### src/rtl/colpix_pkg.sv
// Package: shared constants and colour-expansion helpers for the scanout.
// Assumes an 8-bit packed code: blue [7:6], green [5:3], red [2:0].
package colpix_pkg;

    // Per-bit weights that widen a colour field to 8 bits
    localparam int unsigned W_LO  = 33;
    localparam int unsigned W_MID = 71;
    localparam int unsigned W_HI  = 151;

    // 24-bit output pixel
    typedef struct packed {
        logic [7:0] red;
        logic [7:0] green;
        logic [7:0] blue;
    } rgb_t;

    // Widen a 3-bit field with the three weights (sum is 255)
    function automatic logic [7:0] widen3(input logic [2:0] f);
        int unsigned acc;
        acc = (f[0] ? W_LO : 0) + (f[1] ? W_MID : 0) + (f[2] ? W_HI : 0);
        return acc[7:0];
    endfunction

    // Widen a 2-bit field with the two upper weights (sum is 222)
    function automatic logic [7:0] widen2(input logic [1:0] f);
        int unsigned acc;
        acc = (f[0] ? W_MID : 0) + (f[1] ? W_HI : 0);
        return acc[7:0];
    endfunction

endpackage

### src/rtl/colpix_fetch.sv
// Module: colpix_fetch
// Forms the column-ordered RAM read address from the raster counters and
// selects the colour index nibble from the returned byte.
// Assumes the RAM answers one clock after it sees the address, and that an
// odd pixel always follows the even pixel of the same byte column.
module colpix_fetch #(
    parameter int XW        = 9,
    parameter int YW        = 8,
    parameter int PIXW      = 4,
    parameter int H_SHOWN   = 304,
    parameter int ROW_FIRST = 6,
    parameter int ROW_LAST  = 245,
    localparam int ADDR_W   = XW - 1 + YW,
    localparam int BYTE_W   = 2 * PIXW
) (
    input  logic              clk,
    input  logic              rst_n,
    input  logic [XW-1:0]     hcount,
    input  logic [YW-1:0]     vcount,
    output logic [ADDR_W-1:0] vram_addr,
    input  logic [BYTE_W-1:0] vram_data,
    output logic [PIXW-1:0]   pix_idx,
    output logic              row_ok_q,
    output logic              col_ok_q
);

    logic            odd_q;
    logic [PIXW-1:0] held_lo;
    logic            row_ok_d;
    logic            col_ok_d;

    // Column index in the high bits, scanline in the low byte
    assign vram_addr = {hcount[XW-1:1], vcount};

    // Decide whether the sampled position lies in the shown area
    always_comb begin
        row_ok_d = (vcount >= YW'(ROW_FIRST)) && (vcount <= YW'(ROW_LAST));
        col_ok_d = (hcount < XW'(H_SHOWN));
    end

    // Carry pixel parity and position flags alongside the RAM read
    always_ff @(posedge clk) begin
        if (!rst_n) begin
            odd_q    <= 1'b0;
            row_ok_q <= 1'b0;
            col_ok_q <= 1'b0;
        end else begin
            odd_q    <= hcount[0];
            row_ok_q <= row_ok_d;
            col_ok_q <= col_ok_d;
        end
    end

    // Keep the right-hand nibble of an even byte for the odd pixel after it
    always_ff @(posedge clk) begin
        if (!rst_n) begin
            held_lo <= '0;
        end else if (!odd_q) begin
            held_lo <= vram_data[PIXW-1:0];
        end
    end

    // Left pixel uses the upper nibble; right pixel uses the held nibble
    always_comb begin
        pix_idx = odd_q ? held_lo : vram_data[BYTE_W-1:PIXW];
    end

endmodule

### src/rtl/colpix_palette.sv
// Module: colpix_palette
// Bank of writable colour registers with one asynchronous read port.
// Assumes one write per clock; a read of the index being written returns the
// stored (old) code because the register updates at the clock edge.
module colpix_palette #(
    parameter int IDXW  = 4,
    parameter int CODEW = 8,
    localparam int NREG = 1 << IDXW
) (
    input  logic             clk,
    input  logic             rst_n,
    input  logic             wr_en,
    input  logic [IDXW-1:0]  wr_idx,
    input  logic [CODEW-1:0] wr_code,
    input  logic [IDXW-1:0]  rd_idx,
    output logic [CODEW-1:0] rd_code
);

    logic [CODEW-1:0] regs [NREG];

    for (genvar i = 0; i < NREG; i++) begin : g_reg
        // Store a new code into register i when it is addressed
        always_ff @(posedge clk) begin
            if (!rst_n) begin
                regs[i] <= '0;
            end else if (wr_en && (wr_idx == IDXW'(i))) begin
                regs[i] <= wr_code;
            end
        end
    end

    // Select the code for the current pixel index
    always_comb begin
        rd_code = regs[rd_idx];
    end

endmodule

### src/rtl/colpix_expand.sv
// Module: colpix_expand
// Widens a packed blue/green/red code to 24-bit RGB with fixed bit weights.
// Purely combinational; assumes the 8-bit layout defined in colpix_pkg.
module colpix_expand
    import colpix_pkg::*;
(
    input  logic [7:0] code,
    output rgb_t       rgb
);

    // Split the code into fields and widen each to a full byte
    always_comb begin
        rgb.red   = widen3(code[2:0]);
        rgb.green = widen3(code[5:3]);
        rgb.blue  = widen2(code[7:6]);
    end

endmodule

### src/rtl/colpix_scanout.sv
// Module: colpix_scanout (top)
// Column-ordered bitmap scanout: address generation, nibble selection,
// colour register lookup and a registered RGB output with valid and blank.
// Assumes a synchronous-read video RAM with one clock of latency and raster
// counters that step one pixel per clock within a row.
module colpix_scanout #(
    parameter int XW        = 9,
    parameter int YW        = 8,
    parameter int IDXW      = 4,
    parameter int H_SHOWN   = 304,
    parameter int ROW_FIRST = 6,
    parameter int ROW_LAST  = 245,
    localparam int ADDR_W   = XW - 1 + YW,
    localparam int BYTE_W   = 2 * IDXW
) (
    input  logic              clk,
    input  logic              rst_n,
    input  logic [XW-1:0]     hcount,
    input  logic [YW-1:0]     vcount,
    output logic [ADDR_W-1:0] vram_addr,
    input  logic [BYTE_W-1:0] vram_data,
    input  logic              pal_we,
    input  logic [IDXW-1:0]   pal_idx,
    input  logic [7:0]        pal_code,
    output logic [23:0]       pix_rgb,
    output logic              pix_valid,
    output logic              row_blank
);
    import colpix_pkg::*;

    logic [IDXW-1:0] idx_s1;
    logic            row_ok_s1;
    logic            col_ok_s1;
    logic [7:0]      code_s1;
    rgb_t            rgb_s1;

    colpix_fetch #(
        .XW        (XW),
        .YW        (YW),
        .PIXW      (IDXW),
        .H_SHOWN   (H_SHOWN),
        .ROW_FIRST (ROW_FIRST),
        .ROW_LAST  (ROW_LAST)
    ) u_fetch (
        .clk       (clk),
        .rst_n     (rst_n),
        .hcount    (hcount),
        .vcount    (vcount),
        .vram_addr (vram_addr),
        .vram_data (vram_data),
        .pix_idx   (idx_s1),
        .row_ok_q  (row_ok_s1),
        .col_ok_q  (col_ok_s1)
    );

    colpix_palette #(
        .IDXW  (IDXW),
        .CODEW (8)
    ) u_pal (
        .clk     (clk),
        .rst_n   (rst_n),
        .wr_en   (pal_we),
        .wr_idx  (pal_idx),
        .wr_code (pal_code),
        .rd_idx  (idx_s1),
        .rd_code (code_s1)
    );

    colpix_expand u_expand (
        .code (code_s1),
        .rgb  (rgb_s1)
    );

    // Register the final pixel, forcing black outside the shown area
    always_ff @(posedge clk) begin
        if (!rst_n) begin
            pix_rgb   <= '0;
            pix_valid <= 1'b0;
            row_blank <= 1'b1;
        end else begin
            row_blank <= !row_ok_s1;
            pix_valid <= row_ok_s1 && col_ok_s1;
            pix_rgb   <= (row_ok_s1 && col_ok_s1) ? rgb_s1 : '0;
        end
    end

endmodule

### config.mk
export PLATFORM = sky130hd
export DESIGN_NAME = colpix_scanout
export DESIGN_NICKNAME = d
export VERILOG_FILES = /design/src/rtl/colpix_pkg.sv /design/src/rtl/colpix_fetch.sv /design/src/rtl/colpix_palette.sv /design/src/rtl/colpix_expand.sv /design/src/rtl/colpix_scanout.sv
export SDC_FILE = /design/constraint.sdc
export NUM_CORES = 1
export LEC_CHECK = 0
export ABC_CLOCK_PERIOD_IN_PS = 2400
export BUFFER_PORTS_ARGS = -buffer_cell sky130_fd_sc_hd__buf_2
export CAP_MARGIN = 25
export CORE_ASPECT_RATIO = 2
export CORE_MARGIN = 2
export CORE_UTILIZATION = 53
export DETAILED_ROUTE_END_ITERATION = 16
export PLACE_DENSITY = 0.72
export SLEW_MARGIN = 20
export SYNTH_ARGS = -nofsm -noshare
export SYNTH_HDL_FRONTEND = slang
export SYNTH_SLANG_ARGS = --single-unit
### constraint.sdc
create_clock -name clk -period 2.4 [get_ports clk]
set_input_delay 0.48 -clock clk [delete_from_list [all_inputs] [get_ports clk]]
set_output_delay 0.48 -clock clk [all_outputs]
set_load 0.05 [all_outputs]
# == After elaboration in Yosys (flattened, before gate mapping) ==
# Memories as Yosys holds them, arrays and structs flattened.
# Cells that the tools add are included.
# op_classes
bitwise_logic,16
reduce_logical,21
order_cmp,3
eq_ne,15
addsub,5
muxes,74
# op_table
operator,n
two-way mux 8 bit,19
two-way mux 1 bit,49
adder 8 bit,5
"== test 4 bit, second input constant",8
two-way mux 7 bit,3
logical AND 1 bit,18
"== test 4 x 3 -> 1 bit, second input constant",4
OR 1 bit,16
two-way mux 6 bit,2
"less-than comparator 9 bit, second input constant",1
"== test 4 x 2 -> 1 bit, second input constant",2
">= comparator 8 x 3 -> 1 bit, second input constant",1
"<= comparator 8 bit, second input constant",1
"== test 4 x 1 -> 1 bit, second input constant",1
zero test 4 bit,1
two-way mux 4 bit,1
AND reduction 2 bit,1
zero test 1 bit,1
# word_totals
ramBits,128
elab_cells,142
ff_bits,33
n_memories,1
in_bits,40
# memory_table
name,words,width,rd,rd_ports_with_merged_regs,write_ports,line,text
u_pal.regs,16,8,1,0,16,colpix_palette.sv:19,logic [CODEW-1:0] regs [NREG];

# == Logic depth before layout (Yosys ltp) ==
# Gate-level depths: netlist (run 1).
# logic_depth
ltp_word,6
mapped_depth,9
mapped_depth_nobuf,7

# == Modules after synthesis ==
# Synthesis (run 1) repeated with hierarchy kept, for this count alone.
# hier_totals
hier_cells,526
hier_area_um2,7452.1
# modules_own_cells
module,seq_area_each_um2,area_per_inst_um2,cells_each,instances
colpix_palette,3843.7,5945.7,381,1
colpix_scanout,520.5,795.8,58,1
colpix_fetch,140.1,440.4,52,1
colpix_expand,0.0,270.3,35,1

# == Least setup slack after synthesis (run 1) ==
# OpenSTA, ideal clock, no wires.
# synth_path
path_type,input port to flip-flop
start,in vram_data[4]
end,reg pix_rgb[16]
required_ps,2285
setup_time_ps,115
path_stages,7
n_path_buf,1
arrival_ps,2291
setup_slack_ps,-6
cell_sequence,mux2_4 > buf_4 > mux2i_1 > a32o_1 > nor4_2 > fa_1 > and2_1
# synth_rtl
element,line,text
"start, declared",colpix_scanout.sv:21,"input logic [BYTE_W-1:0] vram_data,"
"end signal, assigned",colpix_scanout.sv:83,pix_rgb <= (row_ok_s1 && col_ok_s1) ? rgb_s1 : '0;
"end, declared",colpix_scanout.sv:25,"output logic [23:0] pix_rgb,"

==> results of run 1 <==
## path summary, 6_finish.rpt
path / slack (ns) / endpoint / from
setup / recovery: -0.10 / pix_rgb[8] / u_fetch.odd_q
hold / removal: 0.26 / u_fetch.odd_q / hcount[0]
setup reg to reg: -0.10 / pix_rgb[8] / u_fetch.odd_q
hold reg to reg: 0.41 / row_blank / u_fetch.row_ok_q
## state kept, by name, summed over array words and instances, names as in the netlist
signal / count
u_fetch.odd_q: 1
pix_rgb: 17
pix_valid: 1
u_fetch.held_lo: 4
u_fetch.col_ok_q: 1
u_fetch.row_ok_q: 1
row_blank: 1
u_pal.regs: 128
## power by group through the flow
stage	Sequential, mW	Clock (mW)	Combinational, mW
finish	3.10	2.46	0.875
global route	3.11	2.59	0.929
CTS	3.10	2.49	0.843
detailed placement	3.15	0	0.804
global placement	3.14	0	0.786
floorplan	3.17	0	0.473
## layout make-up
cell class / instances / area share (%)
flip-flops and latches: 154 / 50.4
repair buffers: 138 / 11.1
clock inverters: 15 / 1.34
well taps: 155 / 2.24
clock buffers: 17 / 4.92
multi-input cells: 327 / 29.6
inverters: 8 / 0.376
## cell families (layout without fill, tap and decap cells)
group | after synthesis | after routing | synth area share [%]
AO/OA/AOI/OAI | 45 | 45 | 4.12
adder cells (fa/ha/maj) | 6 | 6 | 1.47
buffers and inverters | 53 | 178 | 4.54
flip-flops | 154 | 154 | 60.9
multiplexers | 52 | 52 | 11.0
other | 1 | 1 | 0.0523
AND/OR/NAND/NOR | 223 | 223 | 18.0
## metal layers
metal,global-route usage [%],part of all wire [%],up-vias
met5,0,0,-
met4,14.0,5.3,0
met3,4.97,4.1,50
met2,51.0,60,156
met1,23.2,31,2278
li1,-,-,2115
## worst max-delay path, cell delays in order (launching register included)
cell	delay (ns)
dfxtp_2	0.36
mux2_4	0.39
buf_6	0.17
buf_4	0.13
mux4_2	0.42
nand2_1	0.08
nand4_1	0.19
fa_1	0.51
and2_1	0.14
## cell usage in the layout (no fill, tap or decap), types with 3 or more instances in the layout
master,count
buf_12,6
clkinvlp_4,3
dfxtp_1,25
clkbuf_16,17
o21ai_0,19
mux4_2,20
o22a_1,6
buf_4,54
nor2b_1,5
mux2i_1,23
edfxtp_1,128
fa_2,3
nand4_1,8
inv_6,6
mux2_2,4
inv_1,5
buf_2,72
o21ai_1,4
nand3_1,5
buf_6,4
nand2b_1,5
nor2_1,22
and2_1,143
nand2_1,23
## repair_timing
action	in CTS	in global routing
setup buffers	11	2
gates resized for setup	9	23
endpoints found under the setup margin	7	7
pin swaps	8	10
cloned	0	0
==> reports/results.tsv, run 1 <==
stage	metric	value	unit
status	status	finished with violations	
clock_network	cts_sinks	154	
floorplan	coreArea	13400	um2
power_and_ir_drop	p_int	4.76	mW
setup_path	end_kind	register	
synthesis	synth_area_leaders	edfxtp_1 (54%), and2_1 (12%), dfxtp_1 (7.3%)	
power_and_ir_drop	total_power	6.44	mW
routing	antenna_left	0	
synthesis	synth_cell_types	42	
place	place.gp.congestion	0.891	
synthesis	synth_top_area_cell	edfxtp_1	
sta	setup_tns	-0.233	ns
routing	vias	4599	
floorplan	rows	60	
routing	dr.pass1.iters	5	
routing	wire_per_inst	21.8	um
synthesis	synth_cells	534	
synthesis	ys_ff_latch	154	
global_route	grt_pass1_vias	4943	
clock_network	cts-root-buf	clkbuf_16	
finish	areaGrowthSynthToFinish	20.7	%
power_and_ir_drop	swShare	26.1	%
floorplan	die_y	168	um
synthesis	syn_nets	580	
synthesis	avgSynthCellArea	13.4	um2
finish	finish.instance_area	8650	um2
min_path	hold_path_depth	2	
routing	wl	17800	um
power_and_ir_drop	power_density	744	nW/um2
sta	period_minus_slack	2.50	ns
setup_path	reg2reg_depth	8	
place	placed_area	7910	um2
routing	vias_per_cell	5.65	
sta	max_freq	400	MHz
global_route	grt_pass1_wl	26900	um
global_route	overflow	0	
synthesis	synth_enable_flop_cells	128	
global_route	antenna_found_initial	0	
place	place_hpwl	13400	um
job	cap_violations	0	
power_and_ir_drop	clkPwrFrac	38.3	%
finish	n_fill_cell	999	
clock_network	cts_tree	yes	
power_and_ir_drop	total_leakage_power	3.40	nW
finish	drive_gt1_share	32.3	%
clock_network	clk_latency	0.42	ns
synthesis	syn_area	7170	um2
synthesis	yosysSeqAreaShare	60.9	%
clock_network	cts_buffers	17	
power_and_ir_drop	power_frac_seq	48.1	%
clock_network	cts.clk_slew.worst_paths	0.06	ns
routing	drc	0	
sta	relSlewSlack	60.5	%
setup_path	crit_type	reg -> reg	
sta	finalHoldViolCount	0	
setup_path	path_max_fanout	7	
setup_path	cp.arrival	2.82	ns
place	place_worst_setup_slack	-0.333	ns
finish	seq_area	4370	um2
min_path	hold_path.class	in -> reg	
sta	rsz0062_at_grt	yes	
synthesis	async_flop_share	0	%
sta	hold_ws	0.260	ns
power_and_ir_drop	p_sw	1.68	mW
clock_network	htreeDepth	4	
sta	tightest_slew	0.590	ns
place	port_buffers	72	
place	dpl.cell_count	770	
global_route	grt_max_degree	22	
sta	post-route-period-util	104	%
power_and_ir_drop	combPwrFrac	13.6	%
synthesis	synth.most_common_cell	and2_1	
synthesis	synth_ff_type	edfxtp_1	
finish	diodes	0	
sta	worst_slack	-0.103	ns
clock_network	ctsLongestPathBuffers	2	
finish	multi_input_area	2560	um2
synthesis	yosys_warnings	0	
setup_path	crit_path_start_kind	register	
setup_path	required	2.71	ns
sta	setup_violations	3	
finish	fin_cells	814	
routing	drt_iter0_drc	374	
status	violations	setup timing	
finish	fin_nets	692	
power_and_ir_drop	vdd_drop_max	0.000538	V
synthesis	synth_commonest_cells	and2_1 (143), edfxtp_1 (128), dfxtp_1 (26), mux2i_1 (26), buf_4 (25)	
floorplan	fp.dieW	86.3	um
sta	skew	0.0116	ns
clock_network	cts_hold_buffers	0	
floorplan	ios	82	
finish	utilization	64.8	%
global_route	grt_usage	25.8	%
floorplan	start_util	53.7	%
synthesis	yosysTopAreaCellShare	53.6	%
floorplan	design.die.area	14500	um2
sta	maxSlewViolCount	0	
Note: power is estimated with default switching activity, not from simulation.
==> run 2: changes to the inputs <==
--- a/config.mk
+++ b/config.mk
@@ -13,6 +13,7 @@
 export CORE_UTILIZATION = 53
 export DETAILED_ROUTE_END_ITERATION = 16
 export PLACE_DENSITY = 0.72
+export SKIP_LAST_GASP = 1
 export SLEW_MARGIN = 20
 export SYNTH_ARGS = -nofsm -noshare
 export SYNTH_HDL_FRONTEND = slang
==> reports/results.tsv, run 2 (synthesized netlist as in run 1, its figures left out) <==
stage	metric	value	unit	change
job	cap_violations	0		unchanged
global_route	met2_usage	51.0	%	unchanged
clock_network	cts-root-buf	clkbuf_16		
sta	relSlewSlack	60.4	%	-0.099 points
routing	wl	17600	um	-0.78%
sta	setup_violations	3		unchanged
finish	layout_commonest_cell	and2_1		
global_route	grt_usage	25.8	%	about the same
finish	fin_cells	813		-0.12%
sta	max_freq	400	MHz	about the same
setup_path	cp.arrival	2.82	ns	about the same
floorplan	start_util	53.7	%	unchanged
routing	vias_per_cell	5.63		-0.27%
finish	regMostFlops	u_pal.regs		
setup_path	required	2.72	ns	about the same
place	place.gp.congestion	0.891		unchanged
clock_network	cts_hold_buffers	0		unchanged
floorplan	rows	60		unchanged
status	violations	setup timing		
min_path	hold_path.class	in -> reg		
sta	rsz0062_at_grt	yes		
sta	period_minus_slack	2.50	ns	-0.00175 ns
routing	vias	4581		-0.39%
clock_network	cts.clk_slew.worst_paths	0.06	ns	about the same
setup_path	reg2reg_depth	8		unchanged
min_path	hold_path_depth	2		unchanged
min_path	min_from	hcount[0]		
clock_network	cts_buffers	17		unchanged
floorplan	die_y	168	um	unchanged
setup_path	end_kind	register		
finish	areaGrowthSynthToFinish	19.9	%	
finish	diodes	0		unchanged
global_route	use_met3	4.97	%	unchanged
setup_path	crit_type	reg -> reg		
setup_path	crit_path_start_kind	register		
global_route	antenna_found_initial	0		unchanged
floorplan	ios	82		unchanged
place	port_buffers	72		unchanged
routing	drc	0		unchanged
finish	fin_nets	691		-0.14%
place	dpl.cell_count	770		unchanged
setup_path	reg2reg_slack	-0.10	ns	about the same
setup_path	slowest_stage	fa_1		
sta	finalHoldViolCount	0		unchanged
finish	utilization	64.3	%	-0.44 points
global_route	gr-usage-met1	23.2	%	+0.034 points
setup_path	reg2reg_to	pix_rgb[8]		
sta	post-route-period-util	104	%	about the same
clock_network	cts_sinks	154		unchanged
sta	setup_tns	-0.201	ns	+0.0317 ns
clock_network	htreeDepth	4		unchanged
clock_network	cts_tree	yes		
routing	dr.pass1.iters	5		unchanged
finish	drive_gt1_share	31.3	%	-1.0 points
setup_path	r2r_start	u_fetch.odd_q		
global_route	grt_max_degree	22		unchanged
global_route	grt_pass1_wl	26900	um	about the same
power_and_ir_drop	power_density	746	nW/um2	+0.33%
min_path	hold_end	u_fetch.odd_q		
routing	drt_iter0_drc	293		-22%
clock_network	clk_latency	0.42	ns	about the same
floorplan	design.die.area	14500	um2	unchanged
sta	skew	0.0110	ns	-0.000636 ns
sta	maxSlewViolCount	0		unchanged
global_route	overflow	0		unchanged
sta	tightest_slew	0.592	ns	+0.00149 ns
power_and_ir_drop	vdd_drop_max	0.000536	V	-0.42%
finish	largest_reg_flops	128		unchanged
finish	layout_common_cells	and2_1 (143), edfxtp_1 (128), buf_2 (72), buf_4 (56), dfxtp_1 (25)		
floorplan	coreArea	13400	um2	unchanged
routing	antenna_left	0		unchanged
floorplan	fp.dieW	86.3	um	unchanged
setup_path	path_max_fanout	7		unchanged
power_and_ir_drop	total_leakage_power	3.40	nW	-0.19%
setup_path	path_cells	mux2_4 -> buf_6 -> buf_4 -> mux4_2 -> nand2_1 -> nand4_1 -> fa_1 -> and2_1		
routing	wire_per_inst	21.7	um	-0.65%
finish	reg.largest.list	u_pal.regs (128), pix_rgb (17), u_fetch.held_lo (4)		
status	status	finished with violations		
place	place_hpwl	13400	um	unchanged
setup_path	critPathMaxStageDelay	0.51	ns	about the same
setup_path	path_delay_family	multiplexers		
setup_path	path_buf_inv	2		unchanged
global_route	top_usage_layer	met2		
clock_network	ctsLongestPathBuffers	2		unchanged
sta	worst_slack	-0.101	ns	+0.00175 ns
global_route	grt_pass1_vias	4946		+0.061%
run 2: cell count changes in the layout (fill, tap and decap cells not counted), moves of 2 or more:
cell and delta:
fa_2 -2, buf_6 -2, fa_1 +2, inv_2 -2, inv_1 +3, buf_4 +2
run 2: power breakdown:
group / switching, mW / internal, mW
logic: 0.485 / 0.363
registers: 0.0549 / 3.04
clock network: 1.13 / 1.34
total: 1.67 / 4.74
run 2: layer usage:
layer,vias to the layer above,share of wire (%)
met5,-,0
met4,0,4.9
met3,50,4.0
met2,154,60
met1,2260,31
li1,2117,-
run 2: per-stage QoR:
stage          power, mW  setup WS (ns)  cell area [um2]  hold WS [ns]
6_report            6.41         -0.101             8600         0.260
5_1_grt             6.60         -0.140             8600         0.272
4_1_cts             6.43        -0.0545             8570         0.255
3_5_place_dp        3.96         -0.333             7910         0.387
3_3_place_gp        3.93         -0.313             7910         0.379
2_1_floorplan       3.64         0.0107             7180         0.367
run 2: repair_timing:
item / in CTS / in global routing
gates resized for setup: 8 / 9
cloned: 0 / 0
pin swaps: 8 / 4
setup endpoints to repair: 7 / 7
buffers inserted: 11 / 1
run 2: cell type report:
type | instances | area (um2)
Fill cell | 1010 | 4770
Sequential cell | 154 | 4370
Multi-Input combinational cell | 327 | 2530
Timing Repair Buffer | 137 | 938
Clock buffer | 17 | 425
Tap cell | 155 | 194
Clock inverter | 15 | 116
Inverter | 8 | 30.0
run 2: how the worst max path moves through the flow:
stage / from / to / slack, ns / cells past startpoint
after floorplan: vram_data[4] / pix_rgb[8] / 0.01 / 8
after global placement: vram_data[4] / pix_rgb[8] / -0.31 / 9
after detailed placement: vram_data[4] / pix_rgb[8] / -0.33 / 9
after CTS: u_fetch.odd_q / pix_rgb[8] / -0.05 / 8
after global routing: u_fetch.odd_q / pix_rgb[8] / -0.14 / 8
final: u_fetch.odd_q / pix_rgb[8] / -0.10 / 8
==> run 3: changes to the inputs <==
--- a/config.mk
+++ b/config.mk
@@ -5,6 +5,7 @@
 export SDC_FILE = /design/constraint.sdc
 export NUM_CORES = 1
 export LEC_CHECK = 0
+export ABC_AREA = 1
 export ABC_CLOCK_PERIOD_IN_PS = 2400
 export BUFFER_PORTS_ARGS = -buffer_cell sky130_fd_sc_hd__buf_2
 export CAP_MARGIN = 25
@@ -13,6 +14,7 @@
 export CORE_UTILIZATION = 53
 export DETAILED_ROUTE_END_ITERATION = 16
 export PLACE_DENSITY = 0.72
+export SETUP_SLACK_MARGIN = 0.1
 export SKIP_LAST_GASP = 1
 export SLEW_MARGIN = 20
 export SYNTH_ARGS = -nofsm -noshare
==> reports/results.tsv, run 3 <==
stage	metric	value	unit	change
sta	finalHoldViolCount	0		unchanged
routing	antenna_left	0		unchanged
finish	largest_reg_flops	128		unchanged
synthesis	synth_commonest_cells	nand2_1 (156), nand3_1 (155), nor2_1 (142)		
setup_path	cp.arrival	2.59	ns	-0.23 ns
setup_path	cp.depth	13		+5
setup_path	required	2.76	ns	+0.04 ns
setup_path	crit_type	reg -> reg		
synthesis	synth.most_common_cell	nand2_1		
min_path	min_from	hcount[8]		
clock_network	ctsLongestPathBuffers	2		unchanged
place	place_hpwl	13600	um	+1.7%
clock_network	cts_buffers	17		unchanged
clock_network	cts_sinks	154		unchanged
setup_path	reg2reg_slack	0.17	ns	+0.27 ns
finish	reg.largest.list	u_pal.regs (128), pix_rgb (17), u_fetch.held_lo (4)		
sta	period_minus_slack	2.23	ns	-0.274 ns
finish	layout_commonest_cell	nand2_1		
synthesis	syn_nets	849		+46%
place	place.gp.congestion	0.901		+1.2%
setup_path	path_cells	inv_2 -> nand2_4 -> buf_12 -> clkbuf_16 -> nand3_1 -> nand3_1 -> nand3_1 -> nand3_1 -> nand2_1 -> inv_1 -> fa_1 -> inv_1 -> nor2_1		
setup_path	path_max_fanout	32		+25
min_path	hold_path.class	in -> reg		
clock_network	cts-root-buf	clkbuf_16		
routing	drt_iter0_drc	602		+110%
finish	regMostFlops	u_pal.regs		
routing	wl	20100	um	+14%
clock_network	htreeDepth	4		unchanged
setup_path	crit_path_start_kind	register		
power_and_ir_drop	total_leakage_power	3.81	nW	+12%
setup_path	critPathMaxStageDelay	0.48	ns	-0.03 ns
sta	post-route-period-util	92.8	%	-11 points
finish	drive_gt1_share	17.6	%	-14 points
sta	skew	0.00886	ns	-0.00209 ns
finish	n_fill_cell	1085		+7.4%
routing	wire_per_inst	19.5	um	-9.9%
sta	setup_violations	0		-3
synthesis	yosysTopAreaCellShare	52.3	%	-1.3 points
setup_path	reg2reg_to	pix_rgb[8]		
clock_network	cts.clk_slew.worst_paths	0.07	ns	about the same
global_route	grt_usage	27.1	%	+1.3 points
power_and_ir_drop	vdd_drop_max	0.000529	V	-1.3%
synthesis	yosys_warnings	0		unchanged
place	placed_area	7760	um2	-1.8%
routing	drc	0		unchanged
synthesis	synth_enable_flop_cells	128		unchanged
clock_network	clk_latency	0.43	ns	about the same
min_path	hold_end	u_fetch.col_ok_q		
setup_path	reg2reg_depth	13		+5
clock_network	cts_hold_buffers	0		unchanged
floorplan	design.die.area	14900	um2	+2.4%
floorplan	start_util	54.4	%	+0.74 points
setup_path	r2r_start	u_fetch.odd_q		
sta	tightest_slew	0.871	ns	+0.279 ns
synthesis	synth_ff_type	edfxtp_1		
synthesis	synth_area_leaders	edfxtp_1 (52%), nand3_1 (11%), nand2_1 (8.0%)		
setup_path	crit_start	u_fetch.odd_q		
setup_path	end_kind	register		
sta	rsz0062_at_grt	yes		
job	cap_violations	0		unchanged
synthesis	avgSynthCellArea	9.15	um2	-32%
finish	areaGrowthSynthToFinish	15.5	%	
sta	max_freq	449	MHz	+12%
finish	diodes	0		unchanged
setup_path	cpMostUsedCell	nand3_1		
routing	vias	6017		+31%
global_route	overflow	0		unchanged
synthesis	synth_top_area_cell	edfxtp_1		
global_route	grt_pass1_wl	29400	um	+9.5%
floorplan	rows	60		unchanged
floorplan	die_y	171	um	+1.2%
finish	finish.instance_area	8490	um2	-1.3%
finish	fin_nets	907		+31%
floorplan	coreArea	13500	um2	+1.1%
min_path	hold_path_depth	2		unchanged
floorplan	ios	82		unchanged
routing	dr.pass1.iters	6		+1
place	port_buffers	72		unchanged
floorplan	fp.dieW	87.3	um	+1.2%
setup_path	path_delay_family	simple AND/OR/NAND/NOR gates		
synthesis	ys_ff_latch	154		unchanged
clock_network	cts_tree	yes		
power_and_ir_drop	total_power	6.62	mW	+3.2%
synthesis	synth_cell_types	23		-45%
sta	setup_tns	0	ns	+0.201 ns
setup_path	slowest_stage	fa_1		
finish	layout_common_cells	nand2_1 (155), nand3_1 (151), nor2_1 (142), edfxtp_1 (128), buf_2 (72)		
synthesis	async_flop_share	0	%	unchanged
global_route	antenna_found_initial	0		unchanged
synthesis	syn_area	7350	um2	+2.5%
routing	vias_per_cell	5.85		+3.8%
status	status	finished, final reports clean		
synthesis	yosysSeqAreaShare	59.4	%	-1.5 points
power_and_ir_drop	power_density	779	nW/um2	+4.5%
sta	relSlewSlack	41.9	%	-19 points
sta	maxSlewViolCount	0		unchanged
setup_path	path_buf_inv	5		+3
synthesis	synth_cells	803		+50%
global_route	grt_pass1_vias	5787		+17%
global_route	grt_max_degree	65		+200%
run 3: cell types whose count changed after synthesis, moves of 11 or more:
cell     change
a21oi_1     +11
and2_1     -143
buf_2       +16
inv_1       +63
mux2i_1     -26
mux4_2      -20
nand2_1    +132
nand3_1    +150
nor2_1     +120
o21ai_0     -13
run 3: cell families (layout without fill, tap and decap cells):
group / Yosys count / after routing / synth area share (%)
AND/OR/NAND/NOR: 476 / 476 / 27.9
flip-flops: 154 / 154 / 59.4
other: 1 / 1 / 0.0510
adder cells (fa/ha/maj): 6 / 6 / 1.43
buffers and inverters: 143 / 214 / 9.60
AO/OA/AOI/OAI: 23 / 23 / 1.62
run 3: worst reg2reg max path: cells and delay by family, from the launching register on:
family / cells / cell delay (ns)
simple gates: 7 / 0.73
buf+inv: 5 / 0.59
fa+ha+maj: 1 / 0.48
flops: 1 / 0.35
run 3: worst max-delay path by stage:
stage,to,slack (ns)
after floorplan,u_pal.regs[4][0],0.49
after global placement,pix_rgb[16],0.07
after detailed placement,pix_rgb[16],0.02
after CTS,pix_rgb[16],0.12
after global routing,pix_rgb[16],0.08
final,pix_rgb[8],0.17
run 3: metal layers:
layer | wire length, um | track usage [%] | vias to the layer above
met5 | 0 | 0 | -
met4 | 1480 | 20.3 | 0
met3 | 1300 | 4.68 | 110
met2 | 10800 | 47.9 | 353
met1 | 6560 | 27.3 | 2812
li1 | - | - | 2742
run 3: per-stage QoR:
step | hold WS, ns | setup slack, ns | cells | utilization (%)
after floorplan | 0.367 | 0.485 | 803 | -
after global placement | 0.471 | 0.0663 | 993 | 57.5
after detailed placement | 0.477 | 0.0243 | 993 | 57.5
after CTS | 0.237 | 0.120 | 1025 | 61.8
after global routing | 0.258 | 0.0795 | 1029 | 62.8
final | 0.246 | 0.173 | 1029 | 62.8
run 3: report_power, final:
group | internal [mW] | switching (mW) | total (mW) | leakage (nW)
clock network | 1.53 | 1.09 | 2.63 | 0.288
registers | 3.04 | 0.0481 | 3.09 | 1.44
logic | 0.268 | 0.631 | 0.899 | 2.08
total | 4.84 | 1.77 | 6.62 | 3.81
run 3: layout make-up:
type | instances | area (um2) | share of cell area, %
Tap cell | 155 | 194 | 2.28
Clock inverter | 11 | 110 | 1.30
Sequential cell | 154 | 4370 | 51.4
Multi-Input combinational cell | 506 | 2310 | 27.3
Inverter | 78 | 298 | 3.51
Clock buffer | 21 | 472 | 5.56
Timing Repair Buffer | 104 | 736 | 8.67
run 3: what timing repair did:
| action | 4_1_cts | 5_1_grt |
|---|---|---|
| cloned | 0 | 3 |
| pin swaps | 0 | 1 |
| endpoints found under the setup margin | 1 | 5 |
| resized for setup | 1 | 11 |
| setup buffers | 0 | 1 |
